**src/rtl/uart_fifo_pkg.sv**
```systemverilog
package uart_fifo_pkg;
  localparam int unsigned QDEPTH = 16;
  localparam int unsigned BYTE_W = 8;

  typedef enum logic [1:0] {
    TRIG_1  = 2'b00,
    TRIG_4  = 2'b01,
    TRIG_8  = 2'b10,
    TRIG_14 = 2'b11
  } rx_trig_e;

  function automatic int unsigned trig_bytes(input rx_trig_e sel);
    case (sel)
      TRIG_1:  return 1;
      TRIG_4:  return 4;
      TRIG_8:  return 8;
      default: return 14;
    endcase
  endfunction
endpackage

```
**src/rtl/uart_byte_queue.sv**
```systemverilog
module uart_byte_queue #(
  parameter int unsigned WIDTH = 8,
  parameter int unsigned DEPTH = 16
) (
  input  logic                         clk_i,
  input  logic                         rst_ni,
  input  logic [$clog2(DEPTH+1)-1:0]   cap_i,
  input  logic                         flush_i,
  input  logic                         push_i,
  input  logic                         pop_i,
  input  logic [WIDTH-1:0]             data_i,
  output logic [WIDTH-1:0]             data_o,
  output logic [$clog2(DEPTH+1)-1:0]   level_o,
  output logic                         empty_o,
  output logic                         full_o,
  output logic                         push_ok_o,
  output logic                         pop_ok_o
);
  localparam int unsigned AW = $clog2(DEPTH);
  localparam int unsigned CW = $clog2(DEPTH+1);
  localparam logic [AW-1:0] LAST = AW'(DEPTH - 1);

  logic [WIDTH-1:0] mem_q [DEPTH];
  logic [AW-1:0]    wr_ptr_q, rd_ptr_q;
  logic [CW-1:0]    level_q;
  logic             push_ok, pop_ok;

  assign empty_o = (level_q == '0);
  assign full_o  = (level_q >= cap_i);

  // pop first frees a slot for a same-cycle push
  assign pop_ok  = pop_i & ~empty_o & ~flush_i;
  assign push_ok = push_i & ~flush_i & (~full_o | pop_ok);

  assign push_ok_o = push_ok;
  assign pop_ok_o  = pop_ok;
  assign data_o    = mem_q[rd_ptr_q];
  assign level_o   = level_q;

  function automatic logic [AW-1:0] bump(input logic [AW-1:0] p);
    return (p == LAST) ? '0 : p + 1'b1;
  endfunction

  always_ff @(posedge clk_i) begin
    if (push_ok) mem_q[wr_ptr_q] <= data_i;
  end

  always_ff @(posedge clk_i or negedge rst_ni) begin
    if (!rst_ni) begin
      wr_ptr_q <= '0;
      rd_ptr_q <= '0;
      level_q  <= '0;
    end else if (flush_i) begin
      wr_ptr_q <= '0;
      rd_ptr_q <= '0;
      level_q  <= '0;
    end else begin
      if (push_ok) wr_ptr_q <= bump(wr_ptr_q);
      if (pop_ok)  rd_ptr_q <= bump(rd_ptr_q);
      case ({push_ok, pop_ok})
        2'b10:   level_q <= level_q + 1'b1;
        2'b01:   level_q <= level_q - 1'b1;
        default: level_q <= level_q;
      endcase
    end
  end

  assert_level_bound_R1: assert property (@(posedge clk_i) disable iff (!rst_ni)
    level_q <= CW'(DEPTH));
  assert_flush_empties_R7: assert property (@(posedge clk_i) disable iff (!rst_ni)
    flush_i |=> (level_q == '0));
  assert_push_pop_hold_R9: assert property (@(posedge clk_i) disable iff (!rst_ni)
    (push_ok && pop_ok) |=> $stable(level_q));
  assert_no_pop_empty_R1: assert property (@(posedge clk_i) disable iff (!rst_ni)
    (empty_o && !push_ok) |=> empty_o);
endmodule

```
**src/rtl/uart_rx_path.sv**
```systemverilog
module uart_rx_path
  import uart_fifo_pkg::*;
#(
  parameter int unsigned DEPTH = QDEPTH,
  parameter int unsigned WIDTH = BYTE_W
) (
  input  logic             clk_i,
  input  logic             rst_ni,
  input  logic             fifo_en_i,
  input  logic [1:0]       rx_trig_i,
  input  logic             rx_flush_i,
  input  logic             rx_valid_i,
  input  logic [WIDTH-1:0] rx_data_i,
  input  logic             host_rd_i,
  input  logic             lsr_rd_i,
  output logic [WIDTH-1:0] host_rdata_o,
  output logic             rx_avail_o,
  output logic             overrun_o,
  output logic             rx_irq_o
);
  localparam int unsigned CW = $clog2(DEPTH+1);

  logic [CW-1:0] cap, trig, level;
  logic          empty, full, push_ok, pop_ok;
  logic          ovf_evt, overrun_q;

  assign cap  = fifo_en_i ? CW'(DEPTH) : CW'(1);
  assign trig = fifo_en_i ? CW'(trig_bytes(rx_trig_e'(rx_trig_i))) : CW'(1);

  uart_byte_queue #(.WIDTH(WIDTH), .DEPTH(DEPTH)) i_rx_queue (
    .clk_i     (clk_i),
    .rst_ni    (rst_ni),
    .cap_i     (cap),
    .flush_i   (rx_flush_i),
    .push_i    (rx_valid_i),
    .pop_i     (host_rd_i),
    .data_i    (rx_data_i),
    .data_o    (host_rdata_o),
    .level_o   (level),
    .empty_o   (empty),
    .full_o    (full),
    .push_ok_o (push_ok),
    .pop_ok_o  (pop_ok)
  );

  // arrival into a full queue with no read to make room
  assign ovf_evt = rx_valid_i & ~rx_flush_i & full & ~pop_ok;

  always_ff @(posedge clk_i or negedge rst_ni) begin
    if (!rst_ni)       overrun_q <= 1'b0;
    else if (ovf_evt)  overrun_q <= 1'b1;
    else if (lsr_rd_i) overrun_q <= 1'b0;
  end

  assign rx_avail_o = ~empty;
  assign overrun_o  = overrun_q;
  assign rx_irq_o   = (level >= trig);

  assert_overrun_set_R3: assert property (@(posedge clk_i) disable iff (!rst_ni)
    ovf_evt |=> overrun_q);
  assert_overrun_keeps_R3: assert property (@(posedge clk_i) disable iff (!rst_ni)
    ovf_evt |=> $stable(level));
  assert_overrun_sticky_R3: assert property (@(posedge clk_i) disable iff (!rst_ni)
    (overrun_q && !lsr_rd_i) |=> overrun_q);
  assert_full_read_accepts_R9: assert property (@(posedge clk_i) disable iff (!rst_ni)
    (rx_valid_i && full && pop_ok) |-> push_ok);
  always_comb begin
    assert_irq_needs_data_R2: assert (!rst_ni || !rx_irq_o || !empty);
  end
endmodule

```
**src/rtl/uart_tx_path.sv**
```systemverilog
module uart_tx_path
  import uart_fifo_pkg::*;
#(
  parameter int unsigned DEPTH = QDEPTH,
  parameter int unsigned WIDTH = BYTE_W
) (
  input  logic             clk_i,
  input  logic             rst_ni,
  input  logic             fifo_en_i,
  input  logic             tx_flush_i,
  input  logic             host_wr_i,
  input  logic [WIDTH-1:0] host_wdata_i,
  input  logic             iir_rd_i,
  input  logic             tx_ready_i,
  output logic             tx_valid_o,
  output logic [WIDTH-1:0] tx_data_o,
  output logic             tx_busy_o,
  output logic             tx_irq_o
);
  localparam int unsigned CW = $clog2(DEPTH+1);

  logic [CW-1:0] cap, level;
  logic          empty, full, push_ok, pop_ok;
  logic          drain_evt, tx_irq_q;

  assign cap = fifo_en_i ? CW'(DEPTH) : CW'(1);

  uart_byte_queue #(.WIDTH(WIDTH), .DEPTH(DEPTH)) i_tx_queue (
    .clk_i     (clk_i),
    .rst_ni    (rst_ni),
    .cap_i     (cap),
    .flush_i   (tx_flush_i),
    .push_i    (host_wr_i),
    .pop_i     (tx_ready_i),
    .data_i    (host_wdata_i),
    .data_o    (tx_data_o),
    .level_o   (level),
    .empty_o   (empty),
    .full_o    (full),
    .push_ok_o (push_ok),
    .pop_ok_o  (pop_ok)
  );

  // last byte leaves and nothing replaces it
  assign drain_evt = pop_ok & ~push_ok & (level == CW'(1));

  always_ff @(posedge clk_i or negedge rst_ni) begin
    if (!rst_ni)                   tx_irq_q <= 1'b0;
    else if (drain_evt)            tx_irq_q <= 1'b1;
    else if (push_ok || iir_rd_i)  tx_irq_q <= 1'b0;
  end

  assign tx_valid_o = ~empty & ~tx_flush_i;
  assign tx_busy_o  = ~empty;
  assign tx_irq_o   = tx_irq_q;

  assert_irq_on_drain_R5: assert property (@(posedge clk_i) disable iff (!rst_ni)
    drain_evt |=> tx_irq_q);
  assert_irq_only_empty_R5: assert property (@(posedge clk_i) disable iff (!rst_ni)
    tx_irq_q |-> empty);
  assert_full_rejects_R4: assert property (@(posedge clk_i) disable iff (!rst_ni)
    (host_wr_i && full && !pop_ok) |-> !push_ok);
  assert_pop_needs_valid_R4: assert property (@(posedge clk_i) disable iff (!rst_ni)
    pop_ok |-> tx_valid_o);
endmodule

```
**src/rtl/uart_fifo_ctrl.sv**
```systemverilog
module uart_fifo_ctrl
  import uart_fifo_pkg::*;
#(
  parameter int unsigned DEPTH = QDEPTH,
  parameter int unsigned WIDTH = BYTE_W
) (
  input  logic             clk_i,
  input  logic             rst_ni,
  input  logic             fifo_en_i,
  input  logic [1:0]       rx_trig_i,
  input  logic             rx_flush_i,
  input  logic             tx_flush_i,
  input  logic             rx_valid_i,
  input  logic [WIDTH-1:0] rx_data_i,
  input  logic             host_rd_i,
  output logic [WIDTH-1:0] host_rdata_o,
  input  logic             host_wr_i,
  input  logic [WIDTH-1:0] host_wdata_i,
  output logic             tx_valid_o,
  output logic [WIDTH-1:0] tx_data_o,
  input  logic             tx_ready_i,
  input  logic             lsr_rd_i,
  input  logic             iir_rd_i,
  output logic             rx_avail_o,
  output logic             tx_busy_o,
  output logic             overrun_o,
  output logic             rx_irq_o,
  output logic             tx_irq_o
);
  uart_rx_path #(.DEPTH(DEPTH), .WIDTH(WIDTH)) i_rx_path (
    .clk_i        (clk_i),
    .rst_ni       (rst_ni),
    .fifo_en_i    (fifo_en_i),
    .rx_trig_i    (rx_trig_i),
    .rx_flush_i   (rx_flush_i),
    .rx_valid_i   (rx_valid_i),
    .rx_data_i    (rx_data_i),
    .host_rd_i    (host_rd_i),
    .lsr_rd_i     (lsr_rd_i),
    .host_rdata_o (host_rdata_o),
    .rx_avail_o   (rx_avail_o),
    .overrun_o    (overrun_o),
    .rx_irq_o     (rx_irq_o)
  );

  uart_tx_path #(.DEPTH(DEPTH), .WIDTH(WIDTH)) i_tx_path (
    .clk_i        (clk_i),
    .rst_ni       (rst_ni),
    .fifo_en_i    (fifo_en_i),
    .tx_flush_i   (tx_flush_i),
    .host_wr_i    (host_wr_i),
    .host_wdata_i (host_wdata_i),
    .iir_rd_i     (iir_rd_i),
    .tx_ready_i   (tx_ready_i),
    .tx_valid_o   (tx_valid_o),
    .tx_data_o    (tx_data_o),
    .tx_busy_o    (tx_busy_o),
    .tx_irq_o     (tx_irq_o)
  );

  assert_reset_quiet_R10: assert property (@(posedge clk_i) disable iff (!rst_ni)
    $rose(rst_ni) |-> (!overrun_o && !tx_irq_o));
endmodule

```
**config.mk**
```make
export PLATFORM = sky130hd
export DESIGN_NAME = uart_fifo_ctrl
export DESIGN_NICKNAME = d
export VERILOG_FILES = /design/src/rtl/uart_fifo_pkg.sv /design/src/rtl/uart_byte_queue.sv /design/src/rtl/uart_rx_path.sv /design/src/rtl/uart_tx_path.sv /design/src/rtl/uart_fifo_ctrl.sv
export SDC_FILE = /design/constraint.sdc
export NUM_CORES = 1
export LEC_CHECK = 0
export BUFFER_PORTS_ARGS = -buffer_cell sky130_fd_sc_hd__buf_2
export CORE_MARGIN = 4
export CORE_UTILIZATION = 40
export DETAILED_ROUTE_END_ITERATION = 16
export SYNTH_ARGS = -nofsm -noshare
export SYNTH_HDL_FRONTEND = slang
export SYNTH_SLANG_ARGS = --single-unit
export TNS_END_PERCENT = 10
```
**constraint.sdc**
```tcl
create_clock -name clk_i -period 5.4 [get_ports clk_i]
set_clock_uncertainty 0.2 [all_clocks]
set_input_delay 0.27 -clock clk_i [delete_from_list [all_inputs] [get_ports clk_i]]
set_output_delay 0.27 -clock clk_i [all_outputs]
set_load 0.02 [all_outputs]
```
==> flow_summary.toml <==
[setup_path]
cp_cell_sequence = "buf_4 > mux4_2 > a22oi_1 > nand2_1 > buf_2"
startpoint = "i_tx_path.i_tx_queue.rd_ptr_q[0]"
worstSetupEndpointType = "output pin"
cp_slowest_stage_delay_ns = 1.11
critPathKind = "register to output pin"
startpoint_type = "register"
worstReg2RegStart = "i_rx_path.i_rx_queue.level_o[0]"
cp_slowest_cell = "dfrtp_2"
cp.required_ns = 4.93
crit_path_max_fanout = 40
crit_arrival_ns = 3.16

[synth]
synth_area_um2 = 12000
yosys.area.top_type_share_pct = 63.9
yosys-top-cells-area = "edfxtp_1 64%, mux4_2 6.0%, dfrtp_1 5.8%, mux2i_1 4.4%, ha_1 2.6%"
postSynthCellCount = 736
synth_seq_cells = 284
yosys.area.top_type = "edfxtp_1"
yosysWarnings = 0
syn_avg_cell_area_um2 = 16.4
yosysSeqAreaShare_pct = 69.7
synth-main-ff-cell = "edfxtp_1"
synth_cell_types = 57
synth-edff-count = 256
async_flop_share_pct = 9.86
syn_nets = 791

[floorplanning]
rows = 63
core_um2 = 29600
chipHeight_um = 181
fp.dieW_um = 181
io_pins = 51
dieArea_um2 = 32900
start_util_pct = 40.6

[pwr]
power.share.combinational_pct = 20.8
clkPwrFrac_pct = 34.2
switching_share_pct = 27.7
p_leak_nw = 4.79
pwr-share-seq_pct = 45.1
power.density_nw_per_um2 = 425
p_sw_w = 0.00163
p_total_w = 0.00591
p_int_w = 0.00428
peakVddDrop_v = 0.000302

[global_route]
grt_max_degree = 41
grt_pass1_wl_um = 39700
globalRouteTotalUtil_pct = 15.2
overflow = 0
grt_pass1_vias = 6656
antenna_found_initial = 0

[clocking]
hold_buffers = 26
clk-insertion-delay-late_ns = 0.54
cts_tree = "done"
cts_setup_buffers = 0
root_buffer = "clkbuf_16"
cts_max_level = 1
cts_made_buffers = 30
post_cts_resized = 0
cts_buffer_depth = 3
clock-sinks = 284
clk_pin_slew_ns = 0.06

[timing]
rsz0062_at_grt = "no"
final-hold-violation-count = 0
slew_headroom_pct = 25.2
tns_ns = 0
setup_violations = 0
worst_pin_slew_ns = 1.12
max_clock_freq_mhz = 275
hold_ws_ns = 0.0796
min_period_ns = 3.63
finalCritPeriodShare_pct = 67.2
drv_slew = 0

[routing]
route.detailed.drc = 0
wl_um = 25200
wl_per_cell_um = 20.6
vias = 6563
drt_iter0_drc = 450
dr.pass1.iters = 5
avgViaCountPerCell = 5.35
antenna_left = 0

[worst_hold_path]
hold_path.class = "input port to register"
worstHoldStart = "host_wr_i"

[layout]
nNetsFinal = 869
fillers = 2609
drive_gt1_share_pct = 19.2
area_growth_pct = 15.7
n_antenna_cell = 0

[placement]
place_congestion = 0.793
io_buffer_count = 50
hpwl_um = 16500

[status]
status = "finished, final reports clean"

[job]
drv_cap = 0
==> final timing paths <==
| kind | end | slack [ns] | cells after the start |
|---|---|---|---|
| worst max-delay path | tx_data_o[0] | 1.77 | 5 |
| worst min register to register | i_rx_path.i_rx_queue.level_o[0] | 0.40 | 2 |
| max in group asynchronous | i_tx_path.i_tx_queue.rd_ptr_q[0] | 4.38 | 2 |
| worst max register to register | i_rx_path.i_rx_queue.mem_q[0][0] | 2.28 | 6 |
| worst min-delay path | i_tx_path.i_tx_queue.level_o[3] | 0.08 | 5 |
| min in group asynchronous | i_rx_path.i_rx_queue.level_o[2] | 0.11 | 2 |
==> Yosys cell counts, types with 3 or more instances <==
library cell,instances
mux4_2,32
o21ai_0,36
nand2_1,35
nand3_1,6
clkbuf_1,18
nor4b_1,5
nor3_1,6
and2_1,10
mux2_2,16
nor3b_1,3
edfxtp_1,256
buf_2,10
mux2i_1,53
ha_1,25
inv_1,15
a221oi_1,16
nor2_1,24
nand2b_1,4
and3_1,22
dfrtp_1,28
a32o_1,3
xnor2_1,7
buf_1,4
a21oi_1,30
a22oi_1,16
a21o_1,6
nor2b_1,8
==> power groups by stage <==
stage / logic (W) / registers, W / clock network [W]
floorplan: 0.000998 / 0.00258 / 0
global placement: 0.00121 / 0.00271 / 0
detailed placement: 0.00122 / 0.00271 / 0
CTS: 0.00125 / 0.00267 / 0.00206
global route: 0.00136 / 0.00269 / 0.00216
finish: 0.00123 / 0.00266 / 0.00202
==> cell usage in the layout, fill, tap and decap left out, drive strengths merged, types with 6 or more instances in the layout <==
cell / instances
edfxtp: 256
buf: 54
mux2i: 53
clkbuf: 45
o21ai: 38
nand2: 35
mux4: 32
a21oi: 31
dfrtp: 28
dlygate4sd3: 26
ha: 25
nor2: 24
and3: 22
inv: 17
a221oi: 16
mux2: 16
a22oi: 16
and2: 12
nor2b: 8
xnor2: 7
nor3: 7
a21o: 6
nand3: 6
nor4b: 6
==> registers in the layout (all words and copies together) (netlist names) <==
| name | cells |
|---|---|
| i_tx_path.i_tx_queue.wr_ptr_q | 4 |
| i_tx_path.i_tx_queue.rd_ptr_q | 4 |
| i_tx_path.i_tx_queue.mem_q | 128 |
| i_rx_path.i_rx_queue.wr_ptr_q | 4 |
| i_rx_path.i_rx_queue.rd_ptr_q | 4 |
| i_rx_path.overrun_o | 1 |
| i_rx_path.i_rx_queue.mem_q | 128 |
| i_tx_path.i_tx_queue.level_o | 5 |
| i_tx_path.tx_irq_o | 1 |
| i_rx_path.i_rx_queue.level_o | 5 |
==> worst max-delay path: cells and delay by family (launching register included) <==
family | cells | cell delay, ns
flops | 1 | 1.11
simple gates | 1 | 0.09
mux | 1 | 0.60
buf+inv | 2 | 0.61
compound gates | 1 | 0.19
==> metrics by stage <==
step | std cells | utilization, % | setup slack (ns) | cell area, um2
2_1_floorplan | 736 | - | 2.23 | 12000
3_3_place_gp | 1146 | 42.8 | 2.28 | 12700
3_5_place_dp | 1146 | 42.8 | 2.22 | 12700
4_1_cts | 1227 | 47.0 | 1.73 | 13900
5_1_grt | 1227 | 47.0 | 1.51 | 13900
6_report | 1227 | 47.0 | 1.77 | 13900
==> layer usage <==
layer / track usage (%) / part of all wire (%) / vias to the layer above
met5: 0 / 0 / -
met4: 2.82 / 1.1 / 0
met3: 2.16 / 4.6 / 21
met2: 25.2 / 49 / 158
met1: 21.9 / 46 / 3314
li1: - / - / 3070
==> area by class of cell <==
class | count | area, um2 | share of cell area (%)
flip-flops and latches | 284 | 8390 | 60.3
repair buffers | 80 | 541 | 3.88
multi-input cells | 402 | 3460 | 24.8
clock buffers | 45 | 878 | 6.31
clock inverters | 10 | 108 | 0.773
well taps | 390 | 488 | 3.51
inverters | 16 | 60.1 | 0.431
==> cells by family after synthesis <==
logic type	after synthesis	synth area share [%]
flops	284	69.7
mux	101	11.9
fa+ha+maj	26	2.77
buf+inv	50	1.79
xor+xnor	9	0.655
simple gates	137	6.22
compound gates	129	6.98
No activity file was read; power rests on OpenSTA's default activity.
